===== config.mk =====
export PLATFORM = sky130hd
export DESIGN_NAME = wbs_sched
export DESIGN_NICKNAME = d
export VERILOG_FILES = /design/src/rtl/wbs_pkg.sv /design/src/rtl/wbs_delay_line.sv /design/src/rtl/wbs_port_arbiter.sv /design/src/rtl/wbs_sched.sv
export SDC_FILE = /design/constraint.sdc
export NUM_CORES = 2
export LEC_CHECK = 0
export CORE_AREA = 2 2 448 450
export CTS_CLUSTER_DIAMETER = 100
export DETAILED_ROUTE_END_ITERATION = 16
export DIE_AREA = 0 0 450 452
export DONT_BUFFER_PORTS = 1
export GPL_ROUTABILITY_DRIVEN = 0
export SLEW_MARGIN = 20
export SYNTH_ARGS = -nofsm -noshare
export SYNTH_HDL_FRONTEND = slang
export SYNTH_SLANG_ARGS = --single-unit

===== constraint.sdc =====
create_clock -name clk -period 4.16 [get_ports clk]
set_input_delay 0.416 -clock clk [delete_from_list [all_inputs] [get_ports clk]]
set_output_delay 0.416 -clock clk [all_outputs]
set_load 0.05 [all_outputs]

===== src/rtl/wbs_pkg.sv =====
package wbs_pkg;
   localparam int CLS_W     = 3;
   localparam int MAX_DELAY = 5;

   typedef enum logic [CLS_W-1:0] {
      CLS_ALU      = 3'd0,
      CLS_MUL      = 3'd1,
      CLS_FMUL_OLD = 3'd2,
      CLS_LOAD     = 3'd3,
      CLS_BRANCH   = 3'd4
   } lat_class_e;

   // delay slots per class; unused codes fall back to zero
   function automatic logic [CLS_W-1:0] delay_of(input logic [CLS_W-1:0] c);
      case (c)
         CLS_MUL:      delay_of = 3'd1;
         CLS_FMUL_OLD: delay_of = 3'd2;
         CLS_LOAD:     delay_of = 3'd4;
         CLS_BRANCH:   delay_of = 3'd5;
         default:      delay_of = 3'd0;
      endcase
   endfunction
endpackage


===== src/rtl/wbs_delay_line.sv =====
module wbs_delay_line
   import wbs_pkg::*;
#(
   parameter int IDX_W  = 5,
   parameter int DATA_W = 32
) (
   input  logic              clk,
   input  logic              rst,
   input  logic              in_valid,
   input  logic [CLS_W-1:0]  in_cls,
   input  logic [IDX_W-1:0]  in_dest,
   input  logic [DATA_W-1:0] in_data,
   input  logic [IDX_W-1:0]  query_idx,
   output logic              out_valid,
   output logic [IDX_W-1:0]  out_idx,
   output logic [DATA_W-1:0] out_data,
   output logic              out_multi,
   output logic              out_branch,
   output logic              out_hazard
);
   localparam int DEPTH = MAX_DELAY + 1;

   logic [DEPTH-1:0]  v_q;
   logic [CLS_W-1:0]  cls_q [DEPTH];
   logic [IDX_W-1:0]  dst_q [DEPTH];
   logic [DATA_W-1:0] dat_q [DEPTH];
   logic [DEPTH-1:0]  due;
   logic [DEPTH-1:0]  is_br;

   always_comb begin
      for (int a = 0; a < DEPTH; a++) begin
         is_br[a] = v_q[a] && (cls_q[a] == CLS_BRANCH);
         due[a]   = v_q[a] && (delay_of(cls_q[a]) == CLS_W'(a));
      end
   end

   // age-ordered line: stage a holds the record issued a edges ago
   always_ff @(posedge clk) begin
      if (rst) begin
         v_q <= '0;
      end else begin
         v_q[0] <= in_valid;
         for (int a = 1; a < DEPTH; a++)
            v_q[a] <= v_q[a-1] && !due[a-1];
      end
   end

   always_ff @(posedge clk) begin
      cls_q[0] <= in_cls;
      dst_q[0] <= in_dest;
      dat_q[0] <= in_data;
      for (int a = 1; a < DEPTH; a++) begin
         cls_q[a] <= cls_q[a-1];
         dst_q[a] <= dst_q[a-1];
         dat_q[a] <= dat_q[a-1];
      end
   end

   // oldest first, so the youngest due entry is the one left standing
   always_comb begin
      out_valid  = 1'b0;
      out_multi  = 1'b0;
      out_idx    = '0;
      out_data   = '0;
      out_branch = 1'b0;
      out_hazard = 1'b0;
      for (int a = DEPTH-1; a >= 0; a--) begin
         if (due[a] && !is_br[a]) begin
            out_multi = out_multi | out_valid;
            out_valid = 1'b1;
            out_idx   = dst_q[a];
            out_data  = dat_q[a];
         end
         if (due[a] && is_br[a])
            out_branch = 1'b1;
         if (v_q[a] && !is_br[a] && (dst_q[a] == query_idx))
            out_hazard = 1'b1;
      end
   end
endmodule


===== src/rtl/wbs_port_arbiter.sv =====
module wbs_port_arbiter #(
   parameter int NUM_SLOTS = 8,
   parameter int IDX_W     = 5
) (
   input  logic [NUM_SLOTS-1:0]       cand_valid,
   input  logic [NUM_SLOTS*IDX_W-1:0] cand_idx,
   output logic [NUM_SLOTS-1:0]       grant,
   output logic                       cross_hit
);
   always_comb begin
      grant     = cand_valid;
      cross_hit = 1'b0;
      for (int s = 0; s < NUM_SLOTS; s++) begin
         for (int t = s + 1; t < NUM_SLOTS; t++) begin
            if (cand_valid[s] && cand_valid[t] &&
                (cand_idx[s*IDX_W +: IDX_W] == cand_idx[t*IDX_W +: IDX_W])) begin
               grant[s]  = 1'b0;
               cross_hit = 1'b1;
            end
         end
      end
   end
endmodule


===== src/rtl/wbs_sched.sv =====
module wbs_sched
   import wbs_pkg::*;
#(
   parameter int NUM_SLOTS = 8,
   parameter int IDX_W     = 5,
   parameter int DATA_W    = 32
) (
   input  logic                        clk,
   input  logic                        rst,
   input  logic [NUM_SLOTS-1:0]        iss_valid,
   input  logic [NUM_SLOTS*CLS_W-1:0]  iss_class,
   input  logic [NUM_SLOTS*IDX_W-1:0]  iss_dest,
   input  logic [NUM_SLOTS*DATA_W-1:0] iss_data,
   input  logic [IDX_W-1:0]            query_idx,
   output logic [NUM_SLOTS-1:0]        wr_en,
   output logic [NUM_SLOTS*IDX_W-1:0]  wr_idx,
   output logic [NUM_SLOTS*DATA_W-1:0] wr_data,
   output logic                        collide,
   output logic                        redirect,
   output logic                        hazard
);
   if (NUM_SLOTS < 2 || NUM_SLOTS > 16) begin : g_bad_slots
      $error("wbs_sched: NUM_SLOTS must lie in 2..16");
   end
   if (IDX_W < 1 || DATA_W < 1) begin : g_bad_width
      $error("wbs_sched: IDX_W and DATA_W must be positive");
   end

   logic [NUM_SLOTS-1:0] cand_valid;
   logic [NUM_SLOTS-1:0] multi;
   logic [NUM_SLOTS-1:0] br_due;
   logic [NUM_SLOTS-1:0] hz;
   logic                 cross_hit;

   for (genvar s = 0; s < NUM_SLOTS; s++) begin : g_slot
      wbs_delay_line #(.IDX_W(IDX_W), .DATA_W(DATA_W)) u_line (
         .clk        (clk),
         .rst        (rst),
         .in_valid   (iss_valid[s]),
         .in_cls     (iss_class[s*CLS_W +: CLS_W]),
         .in_dest    (iss_dest[s*IDX_W +: IDX_W]),
         .in_data    (iss_data[s*DATA_W +: DATA_W]),
         .query_idx  (query_idx),
         .out_valid  (cand_valid[s]),
         .out_idx    (wr_idx[s*IDX_W +: IDX_W]),
         .out_data   (wr_data[s*DATA_W +: DATA_W]),
         .out_multi  (multi[s]),
         .out_branch (br_due[s]),
         .out_hazard (hz[s])
      );
   end

   wbs_port_arbiter #(.NUM_SLOTS(NUM_SLOTS), .IDX_W(IDX_W)) u_arb (
      .cand_valid (cand_valid),
      .cand_idx   (wr_idx),
      .grant      (wr_en),
      .cross_hit  (cross_hit)
   );

   assign collide  = cross_hit | (|multi);
   assign redirect = |br_due;
   assign hazard   = |hz;
endmodule


### Yosys cells after proc, flatten, opt, wreduce, memory -nomap -nowiden

Memory sizes are Yosys's and may differ from the RTL's.
Cells that the tools add are included.

| storage, ports and cells | value |
|---|---|
| register bits after elaboration | 48 |
| memory bits (writable) | 1920 |
| output and inout port bits | 307 |
| logic and storage cells | 1240 |
| memories kept | 24 |

Memory list:

| name | words | bits a word | rd ports | clocked after memory_dff | write ports | line | RTL |
|---|---|---|---|---|---|---|---|
| g_slot[0].u_line.dat_q | 6 | 32 | 6 | 0 | 6 | wbs_delay_line.sv:26 | `logic [DATA_W-1:0] dat_q [DEPTH];` |
| g_slot[1].u_line.dat_q | 6 | 32 | 6 | 0 | 6 | wbs_delay_line.sv:26 |  |
| g_slot[2].u_line.dat_q | 6 | 32 | 6 | 0 | 6 | wbs_delay_line.sv:26 |  |
| g_slot[3].u_line.dat_q | 6 | 32 | 6 | 0 | 6 | wbs_delay_line.sv:26 |  |
| g_slot[4].u_line.dat_q | 6 | 32 | 6 | 0 | 6 | wbs_delay_line.sv:26 |  |
| g_slot[5].u_line.dat_q | 6 | 32 | 6 | 0 | 6 | wbs_delay_line.sv:26 |  |
| 18 more memories | n/a | n/a | n/a | n/a | n/a | n/a |  |

| cells by class | value |
|---|---|
| equality and inequality tests | 308 |
| muxes and demuxes | 384 |
| bitwise operators | 33 |
| reductions and logical operators | 483 |

Operator list:

| kind | count |
|---|---|
| 2-to-1 mux 32 bit | 48 |
| case mux 3 bit (4 select lines) | 48 |
| logical AND 1 bit | 384 |
| == test 5 bit | 76 |
| == test 3 x 2 -> 1 bit (second input constant) | 112 |
| 2-to-1 mux 1 bit | 240 |
| 2-to-1 mux 5 bit | 48 |
| == test 3 bit (second input constant) | 64 |
| == test 3 x 1 -> 1 bit (second input constant) | 56 |
| zero test 1 bit | 88 |
| bitwise OR 1 bit | 33 |
| zero test 3 bit | 8 |
| OR reduction 8 bit | 3 |

### Longest topological paths before layout

| logic depth | value |
|---|---|
| depth after elaboration | 42 |
| gate-level depth with buffers | 12 |
| depth with buffers taken out | 10 |

### Modules after synthesis

Synthesis repeated with hierarchy kept, for this count alone.

| second synthesis, totals | value |
|---|---|
| cells, all modules | 4035 |
| area, all modules | 50835.0 sq um |

By module, submodules not included:

| module | times used | cells an instance | area each (sq um) | sequential area each (sq um) |
|---|---|---|---|---|
| wbs_delay_line | 8 | 470 | 6088.3 | 4284.1 |
| wbs_port_arbiter | 1 | 265 | 2075.7 | 0.0 |
| wbs_sched | 1 | 10 | 52.6 | 0.0 |

### Worst setup path before layout

Ideal clock, no wire load.

| path | value |
|---|---|
| path type | register to output |
| start point | memory g_slot[4].u_line.cls_q[0][1] |
| end point | output wr_en[2] |
| arrival | 3361 ps |
| slack | 383 ps |
| cell stages (with the launch flop) | 12 |
| path buffers | 1 |
| cell sequence | dfxtp_1 nor2_1 xnor2_1 nor2b_1 clkbuf_1 mux2i_1 inv_1 nor2_1 nor3_1 a21oi_1 o221a_1 nor2b_1 |

RTL lines:

| item | line | RTL |
|---|---|---|
| start: declaration | wbs_delay_line.sv:24 | `logic [CLS_W-1:0] cls_q [DEPTH];` |
| end: declaration | wbs_sched.sv:15 | `output logic [NUM_SLOTS-1:0] wr_en,` |

==> results.py <==
metrics = {
    "yosys": {
        "synth_xor_area_frac": 0.0680,
        "yosys.area_share.adder": 0,
        "ys_seq_area_frac": 0.695,
        "synthTopCellsByCount": "dfxtp_1 (1712), nand2_1 (470), o21ai_0 (432), xnor2_1 (194), xor2_1 (189)",
        "synth_cells": 4232,
        "synthFlopType": "dfxtp_1",
        "synth_compound_area_frac": 0.121,
        "syn_nets": 4567,
        "async_reset_ff_frac": 0,
        "syn-mean-instance-area_um2": 11.7,
        "synth_edf_count": 0,
        "synthMostInstantiatedCell": "dfxtp_1",
        "ys_seq_elements": 1712,
        "synthSimpleGateAreaFrac": 0.0907,
        "ys_types": 65,
        "synthMuxAreaShare": 0.00454,
        "synth_area_mm2": 0.0493,
        "synth.top_cell.area_share": 0.695,
        "yosysTopAreaCell": "dfxtp_1",
        "synth_top_family_by_area": "compound AO/OA/AOI/OAI gates",
        "ys_top_cells_by_area": "dfxtp_1 (69%), o21ai_0 (4.4%), nand2_1 (3.6%), xnor2_1 (3.4%), xor2_1 (3.4%)",
        "yosysWarnings": 0,
    },
    "critical_path": {
        "r2r_start": "g_slot[0].u_line.cls_q[0][1]",
        "critical_path.endpoint": "collide",
        "endpoint_kind": "output port",
        "worst-setup-path-type": "reg2out",
        "r2r_slack_ps": 3100,
        "r2r_cells": 3,
        "cp-start-kind": "flip-flop",
        "critPathRequiredTime_ps": 3740,
        "worstPathArrival_ps": 4120,
        "reg2reg_to": "g_slot[0].u_line.v_q[1]",
        "setup.worst_path.start": "g_slot[3].u_line.cls_q[0][1]",
        "worst-path-max-fanout": 5,
    },
    "pwr": {
        "powerDensity_mw_per_mm2": 543,
        "p_leak_nw": 26.3,
        "vdd_drop_max_mv": 0.412,
    },
    "sta": {
        "fin_ws_ps": -381,
        "period_minus_slack_ps": 4540,
        "fin_hold_ws_ps": 152,
        "clock_skew_ps": 45.3,
        "worstMarginPinSlew_ps": 1120,
        "report.final.hold_viol_count": 0,
        "slew_viol_final": 0,
        "slew_headroom": 0.243,
        "timing.fmax_ghz": 0.220,
        "rsz0062_at_grt": "true",
        "final.period_utilization": 1.09,
        "setup_viol": 3,
    },
    "placed_design": {
        "io_buffer_count": 0,
        "dpl_cell_area_mm2": 0.0551,
        "place_ws_ps": 111,
        "dp_hpwl_um": 95200,
    },
    "finish": {
        "final_nets": 5314,
        "drive_gt1_frac": 0.171,
        "area_growth_pct": 32.7,
        "fin_area_mm2": 0.0654,
        "utilization": 0.329,
        "fillers": 19700,
    },
    "cts": {
        "clk_path_buf_depth": 3,
        "root_buffer": "clkbuf_16",
        "htreeDepth": 4,
        "clk-insertion-delay-late_ps": 810,
        "cts.sinks": 1712,
        "cts_buffers": 176,
        "cts_tree": "built",
        "clkTransAtPathRegs_ps": 60,
    },
    "floorplan": {
        "die_w_um": 450,
        "pin_count": 642,
        "initial_core_util": 0.248,
        "core_mm2": 0.199,
        "rows": 164,
        "die_h_um": 452,
        "die_area_mm2": 0.203,
    },
    "global_routing": {
        "grt_remaining_overflow": 0,
        "grt_max_degree": 65,
        "grt_pass1_wl_um": 211000,
        "grt_pass1_vias": 33800,
        "antenna_found_initial": 44,
        "grt_usage": 0.136,
    },
    "detailed_routing": {
        "routed_wl_um": 143000,
        "drc": 0,
        "dr.first_iter.drc_count": 1949,
        "antenna_left": 0,
        "vias_per_cell": 4.26,
        "vias": 33200,
        "first_pass_iters": 6,
        "avgRoutedWirePerCell_um": 18.4,
    },
    "hold_path": {
        "hold_class": "in2reg",
    },
    "outcome": {
        "violations": "negative setup slack",
        "run_status": "finished with violations",
    },
    "flow_run": {
        "drv_cap": 0,
    },
}
-- where the power goes --
group	internal, W	switching, W
sequential	0.0173	0.000458
combinational	0.000773	0.00109
clock	0.00936	0.00658
-- kinds of logic after synthesis --
logic type	count (synthesis)
flip-flops	1712
AND/OR/NAND/NOR	924
multiplexers	22
XOR/XNOR	383
AO/OA/AOI/OAI	924
buffers and inverters	267
-- cell type report --
type                            instances  area, um2  area share
Inverter                               43        161     0.00247
Antenna cell                           14       35.0    0.000535
Timing Repair Buffer                  793       7030       0.107
Clock inverter                         64        774      0.0118
Tap cell                             2656       3320      0.0508
Multi-Input combinational cell       2253      14600       0.224
Sequential cell                      1712      34300       0.524
Clock buffer                          255       5200      0.0794
-- worst max-delay path, cell delays in order, from the launching register on --
cell	delay (ps)
dfxtp_2	330
or4b_4	540
o21ai_4	110
a31oi_4	60
buf_12	150
a32oi_4	330
buf_6	160
xor2_1	130
nor4_1	70
or4_4	520
nor4_4	220
nand4b_1	400
buf_6	300
-- what timing repair did --
action,CTS,global route
gates resized for setup,51,45
pin swaps,28,28
buffers inserted,52,22
hold buffers,332,0
setup endpoints to repair,8,9
endpoints found under the hold margin,368,0
-- worst min path at each step --
stage                             startpoint                       endpoint  slack, ps  cells past startpoint
2_1_floorplan   g_slot[0].u_line.dat_q[3][0]   g_slot[0].u_line.dat_q[4][0]        310                      0
3_3_place_gp   g_slot[7].u_line.dat_q[3][20]  g_slot[7].u_line.dat_q[4][20]        310                      0
3_5_place_dp   g_slot[1].u_line.dat_q[3][27]  g_slot[1].u_line.dat_q[4][27]        310                      0
4_1_cts                         iss_data[45]  g_slot[1].u_line.dat_q[0][13]         80                      1
5_1_grt                         iss_data[45]  g_slot[1].u_line.dat_q[0][13]         90                      1
6_report                        iss_data[45]  g_slot[1].u_line.dat_q[0][13]        150                      1
-- registers in the layout (all words and copies together) (netlist names) --
name,flops
g_slot.u_line.dst_q,240
g_slot.u_line.cls_q,144
g_slot.u_line.dat_q,1280
g_slot.u_line.v_q,48
-- per-layer routing --
metal  part of all wire  vias up  global-route usage
li1                   -    16100                   -
met1               0.38    15800               0.145
met2               0.50      923               0.237
met3              0.046      394              0.0282
met4              0.076       16              0.0989
met5            0.00062        -                   0
-- layout by cell type, fill, tap and decap left out, drive strengths merged, types with 43 or more instances in the layout --
cell type,netlist,layout
xor2,189,189
nand4,68,68
nor4,56,56
nor3b,43,43
dlygate4sd3,0,331
xnor2,194,194
buf,59,462
clkbuf,165,255
dfxtp,1712,1712
inv,43,57
o21ai,448,448
nand2,470,470
a21oi,186,186
a22oi,85,85
nor2,121,121
nand3,54,54
a221o,130,130
-- stage by stage --
step / std cells / TNS (ps) / power, W
finish: 7790 / -520 / 0.0355
global route: 7789 / -1070 / 0.0368
CTS: 7755 / -592 / 0.0359
detailed placement: 7053 / 0 / 0.0196
global placement: 7053 / 0 / 0.0195
floorplan: 4232 / 0 / 0.0190
Power figures use the tool's default switching activity.
